`config.mk`:
```
export PLATFORM = sky130hd
export DESIGN_NAME = pwr_mode_seq
export DESIGN_NICKNAME = d
export VERILOG_FILES = /design/src/rtl/pms_pkg.sv /design/src/rtl/pms_wake_qual.sv /design/src/rtl/pms_sdclk_ctl.sv /design/src/rtl/pwr_mode_seq.sv
export SDC_FILE = /design/constraint.sdc
export NUM_CORES = 1
export LEC_CHECK = 0
export BUFFER_PORTS_ARGS = -buffer_cell sky130_fd_sc_hd__buf_2
export CORE_MARGIN = 5
export CORE_UTILIZATION = 47
export DETAILED_ROUTE_END_ITERATION = 16
export PLACE_DENSITY = 0.81
export SLEW_MARGIN = 20
export SYNTH_ARGS = -nofsm -noshare
export SYNTH_HDL_FRONTEND = slang
export SYNTH_SLANG_ARGS = --single-unit
```
`constraint.sdc`:
```
create_clock -name clk -period 2.3 [get_ports clk]
set_input_delay 0.23 -clock clk [delete_from_list [all_inputs] [get_ports clk]]
set_output_delay 0.23 -clock clk [all_outputs]
set_load 0.02 [all_outputs]
```
`src/rtl/pms_pkg.sv`:
```
package pms_pkg;

    typedef enum logic [1:0] {
        MODE_RUN    = 2'b00,
        MODE_DIRECT = 2'b01,
        MODE_HALT   = 2'b10
    } mode_e;

    typedef enum logic [2:0] {
        SQ_DIRECT,
        SQ_LOCK,
        SQ_RELEASE,
        SQ_RUN,
        SQ_SR_ENTER,
        SQ_PLL_OFF,
        SQ_HALT_GO,
        SQ_HALT
    } seq_e;

    typedef struct packed {
        seq_e  st;
        mode_e mode;
        logic  clk_sel;
        logic  pll_en;
        logic  sysclk_en;
        logic  sref_req;
        logic  saved;
    } ctl_t;

    localparam ctl_t CTL_RESET = '{
        st:        SQ_DIRECT,
        mode:      MODE_DIRECT,
        clk_sel:   1'b0,
        pll_en:    1'b0,
        sysclk_en: 1'b1,
        sref_req:  1'b0,
        saved:     1'b0
    };

endpackage

```
`src/rtl/pms_wake_qual.sv`:
```
module pms_wake_qual #(
    parameter int NUM_WAKE = 8
) (
    input  logic [NUM_WAKE-1:0] evt,
    input  logic [NUM_WAKE-1:0] en,
    output logic                hit
);
    logic [NUM_WAKE-1:0] qual;

    for (genvar i = 0; i < NUM_WAKE; i++) begin : g_line
        assign qual[i] = evt[i] & en[i];
    end

    assign hit = |qual;
endmodule

```
`src/rtl/pms_sdclk_ctl.sv`:
```
module pms_sdclk_ctl (
    input  logic autostop,
    input  logic sref_req,
    input  logic sref_ack,
    output logic sdram_clk_en
);
    // Clock stops only once self-refresh is both requested and confirmed.
    assign sdram_clk_en = ~(autostop & sref_req & sref_ack);
endmodule

```
`src/rtl/pwr_mode_seq.sv`:
```
module pwr_mode_seq
    import pms_pkg::*;
#(
    parameter int NUM_WAKE = 8
) (
    input  logic                clk,
    input  logic                rst_n,
    input  logic                run_req,
    input  logic                suspend_req,
    input  logic                pll_lock,
    input  logic                sref_ack,
    input  logic [NUM_WAKE-1:0] wake_evt,
    input  logic [NUM_WAKE-1:0] wake_en,
    input  logic                sdclk_autostop,
    output logic                clk_sel,
    output logic                pll_en,
    output logic                sysclk_en,
    output logic                sref_req,
    output logic                sdram_clk_en,
    output logic [1:0]          mode,
    output logic                pll_saved
);
    ctl_t r_d, r_q;
    logic wake_hit;

    pms_wake_qual #(.NUM_WAKE(NUM_WAKE)) u_wake (
        .evt (wake_evt),
        .en  (wake_en),
        .hit (wake_hit)
    );

    pms_sdclk_ctl u_sdclk (
        .autostop     (sdclk_autostop),
        .sref_req     (r_q.sref_req),
        .sref_ack     (sref_ack),
        .sdram_clk_en (sdram_clk_en)
    );

    always_comb begin
        r_d = r_q;
        unique case (r_q.st)
            SQ_DIRECT: begin
                if (run_req) begin
                    r_d.pll_en = 1'b1;
                    r_d.st     = SQ_LOCK;
                end
            end
            SQ_LOCK: begin
                if (pll_lock) begin
                    r_d.mode    = MODE_RUN;
                    r_d.clk_sel = 1'b1;
                    r_d.st      = r_q.sref_req ? SQ_RELEASE : SQ_RUN;
                end
            end
            SQ_RELEASE: begin
                r_d.sref_req = 1'b0;
                if (!sref_ack) r_d.st = SQ_RUN;
            end
            SQ_RUN: begin
                if (suspend_req) begin
                    r_d.sref_req = 1'b1;
                    r_d.st       = SQ_SR_ENTER;
                end
            end
            SQ_SR_ENTER: begin
                if (sref_ack) begin
                    r_d.mode    = MODE_DIRECT;
                    r_d.clk_sel = 1'b0;
                    r_d.saved   = r_q.pll_en;
                    r_d.st      = SQ_PLL_OFF;
                end
            end
            SQ_PLL_OFF: begin
                r_d.pll_en = 1'b0;
                r_d.st     = SQ_HALT_GO;
            end
            SQ_HALT_GO: begin
                r_d.mode      = MODE_HALT;
                r_d.sysclk_en = 1'b0;
                r_d.st        = SQ_HALT;
            end
            SQ_HALT: begin
                if (wake_hit) begin
                    r_d.mode      = MODE_DIRECT;
                    r_d.sysclk_en = 1'b1;
                    r_d.pll_en    = r_q.saved;
                    r_d.st        = r_q.saved ? SQ_LOCK : SQ_DIRECT;
                end
            end
            default: r_d = CTL_RESET;
        endcase
    end

    always_ff @(posedge clk or negedge rst_n) begin
        if (!rst_n) r_q <= CTL_RESET;
        else        r_q <= r_d;
    end

    assign clk_sel   = r_q.clk_sel;
    assign pll_en    = r_q.pll_en;
    assign sysclk_en = r_q.sysclk_en;
    assign sref_req  = r_q.sref_req;
    assign mode      = r_q.mode;
    assign pll_saved = r_q.saved;
endmodule

```
==> impl_metrics.py <==
metrics = {
    "status": {
        "status": "finished, final reports clean",
    },
    "setup_path": {
        "cp_data_arrival_time_ns": 1.59,
        "crit_fanout": 16,
        "worst_ep_required_time_ns": 2.45,
        "r2r_slack_ns": 0.85,
        "critical_path_class": "flop to flop",
        "startpoint_type": "flop",
        "worst-r2r-cell-count": 4,
        "r2r-end": "mode[1]$_DFFE_PN0P_",
        "r2r-start": "r_q[8]$_DFFE_PN0P_",
        "worstSetupEndpointType": "flop",
    },
    "global_routing": {
        "grt_remaining_overflow": 0,
        "grt_max_degree": 17,
        "antenna_found_initial": 0,
        "grt_pass1_vias": 566,
        "grtUsageTotal_pct": 15.0,
        "grt_pass1_wl_mm": 2.35,
    },
    "sta": {
        "tns_ns": 0,
        "period_share_pct": 62.9,
        "min_period_ns": 1.45,
        "finalSetupViolCount": 0,
        "tightest_slew_ns": 0.413,
        "fmax_mhz": 691,
        "slew-limit-headroom_pct": 72.5,
        "slew_violations": 0,
        "rsz0062_at_grt": "false",
        "finalHoldViolCount": 0,
        "fin_worst_skew_ns": 0.00448,
    },
    "die": {
        "core-area_um2": 1320,
        "start_util_pct": 49.9,
        "die_width_um": 47.4,
        "ioPinCount": 31,
        "row_count": 13,
        "fp.dieArea_um2": 2250,
        "die_y_um": 47.4,
    },
    "pwr": {
        "ir_drop_v": 0.000773,
        "p_leak_uw": 0.000424,
        "power.density_nw_per_um2": 1260,
        "p_total_uw": 1030,
    },
    "place": {
        "portBuffers": 30,
        "dp_hpwl_mm": 1.22,
        "place_area_um2": 791,
        "place_congestion": 0.806,
    },
    "synth": {
        "synthFlopType": "dfrtp_1",
        "synth_nets": 91,
        "netlist_top_cells_area": "dfrtp_1 30%, a22oi_4 9.7%, dfstp_2 8.0%",
        "netlist_instances": 68,
        "synth_seq_cells": 10,
        "synth_top_area_cell": "dfrtp_1",
        "synth.avg_cell_area_um2": 9.66,
        "synth.distinct_cells": 31,
        "synth-edff-count": 0,
        "synth_top_area_share_pct": 30.5,
        "yosysWarnings": 0,
        "ys_async_sr_fraction_pct": 100,
        "ys_seq_area_share_pct": 38.5,
        "netlist_area_um2": 657,
    },
    "final_layout": {
        "fin_nets": 122,
        "multi_input_area_um2": 354,
        "n_antenna_cell": 0,
        "stdcell_area_um2": 823,
        "layout_common_cells": "30 x buf_2, 8 x dfrtp_1, 6 x nor2_1, 6 x a21oi_1, 5 x nand2_1",
        "final_common_cell": "buf_2",
        "fill_cells": 122,
        "drive_above_1_share_pct": 41.2,
        "fin_util_pct": 62.5,
        "area_growth_pct": 25.3,
        "seqCellArea_um2": 253,
    },
    "drt": {
        "drt_iter0_drc": 18,
        "drt_wl_total_mm": 1.50,
        "firstDrtPassIters": 4,
        "drc_errors": 0,
        "wire_per_inst_um": 13.4,
        "vias_per_cell": 5.73,
        "drt.antenna.violating_nets": 0,
        "via_count": 642,
    },
    "hold_path": {
        "hold_path.class": "input port to flop",
        "whs_path_depth": 3,
        "hold_start": "pll_lock",
        "hold_end": "clk_sel$_DFFE_PN0P_",
    },
    "clock_tree": {
        "cts_buffer_depth": 2,
        "clock-sinks": 10,
        "insertion_delay_ns": 0.26,
        "numCtsBuffers": 3,
        "cts.root.buffer_cell": "clkbuf_4",
        "cts_setup_buffers": 0,
        "path_clk_slew_ns": 0.05,
        "cts_tree": "yes",
        "h-tree-depth": 1,
    },
    "flow_run": {
        "max_cap_viol_count": 0,
    },
}
## state kept, by name, summed over array words and instances, names as in the netlist
name	cells
pll_en	1
sref_req	1
clk_sel	1
pll_saved	1
mode	2
sysclk_en	1
r_q	3
## metrics by stage
step,worst slack [ns],std cells,hold slack [ns]
floorplan,1.12,68,-0.0656
global placement,0.937,108,0.0971
detailed placement,0.883,108,0.0997
CTS,0.873,112,0.291
global route,0.753,112,0.291
finish,0.853,112,0.287
## worst max-delay path: stages (launching register included)
cell,delay [ns]
dfrtp_1,0.53
nor2_1,0.31
and3_1,0.24
o22ai_1,0.08
a21o_1,0.18
## where the power goes
group	total, uW	internal [uW]	leakage, uW	switching [uW]
clock network	112	60.0	0.0000138	51.8
registers	423	279	0.000117	143
logic	500	222	0.000293	278
total	1030	562	0.000424	472
## synthesized netlist by cell type (all sizes together), types with 4 or more instances
master  instances
a21oi           6
a22oi           4
a31oi           4
buf             4
dfrtp           8
inv             4
nand2           5
nor2            6
o21ai           4
## cells by family after synthesis
logic type / count (synthesis) / synth area share, %
and+or+nand+nor: 21 / 18.1
buffers and inverters: 9 / 7.62
DFF: 10 / 38.5
muxes: 1 / 1.52
AOI/OAI and AO/OA: 27 / 34.3
## timing repair
action                    CTS  global route
resized for setup           0             0
hold buffers                1             0
hold endpoints to repair    8             0
## cell type report
type | count | area share (%)
Inverter | 4 | 1.82
Timing Repair Buffer | 31 | 19.5
Sequential cell | 10 | 30.7
Clock buffer | 3 | 2.74
Multi-Input combinational cell | 49 | 43.0
Tap cell | 15 | 2.28
## layer usage
layer | vias to the layer above | share of wire (%) | track usage, %
met5 | - | 0 | 0
met4 | 0 | 0.53 | 3.31
met2 | 25 | 51 | 25.7
li1 | 310 | - | -
met3 | 2 | 8.0 | 5.75
met1 | 305 | 40 | 17.7
## how the worst max path moves through the flow
stage                       startpoint             endpoint  slack (ns)  cells past startpoint
finish              r_q[8]$_DFFE_PN0P_  mode[1]$_DFFE_PN0P_        0.85                      4
detailed placement  r_q[8]$_DFFE_PN0P_  mode[0]$_DFFE_PN1P_        0.88                      4
floorplan                  wake_evt[2]  mode[0]$_DFFE_PN1P_        1.12                      4
CTS                 r_q[8]$_DFFE_PN0P_  mode[0]$_DFFE_PN1P_        0.87                      4
global placement    r_q[8]$_DFFE_PN0P_  mode[0]$_DFFE_PN1P_        0.94                      4
global route        r_q[8]$_DFFE_PN0P_  mode[0]$_DFFE_PN1P_        0.75                      4
Note: power is estimated with default switching activity, not from simulation.
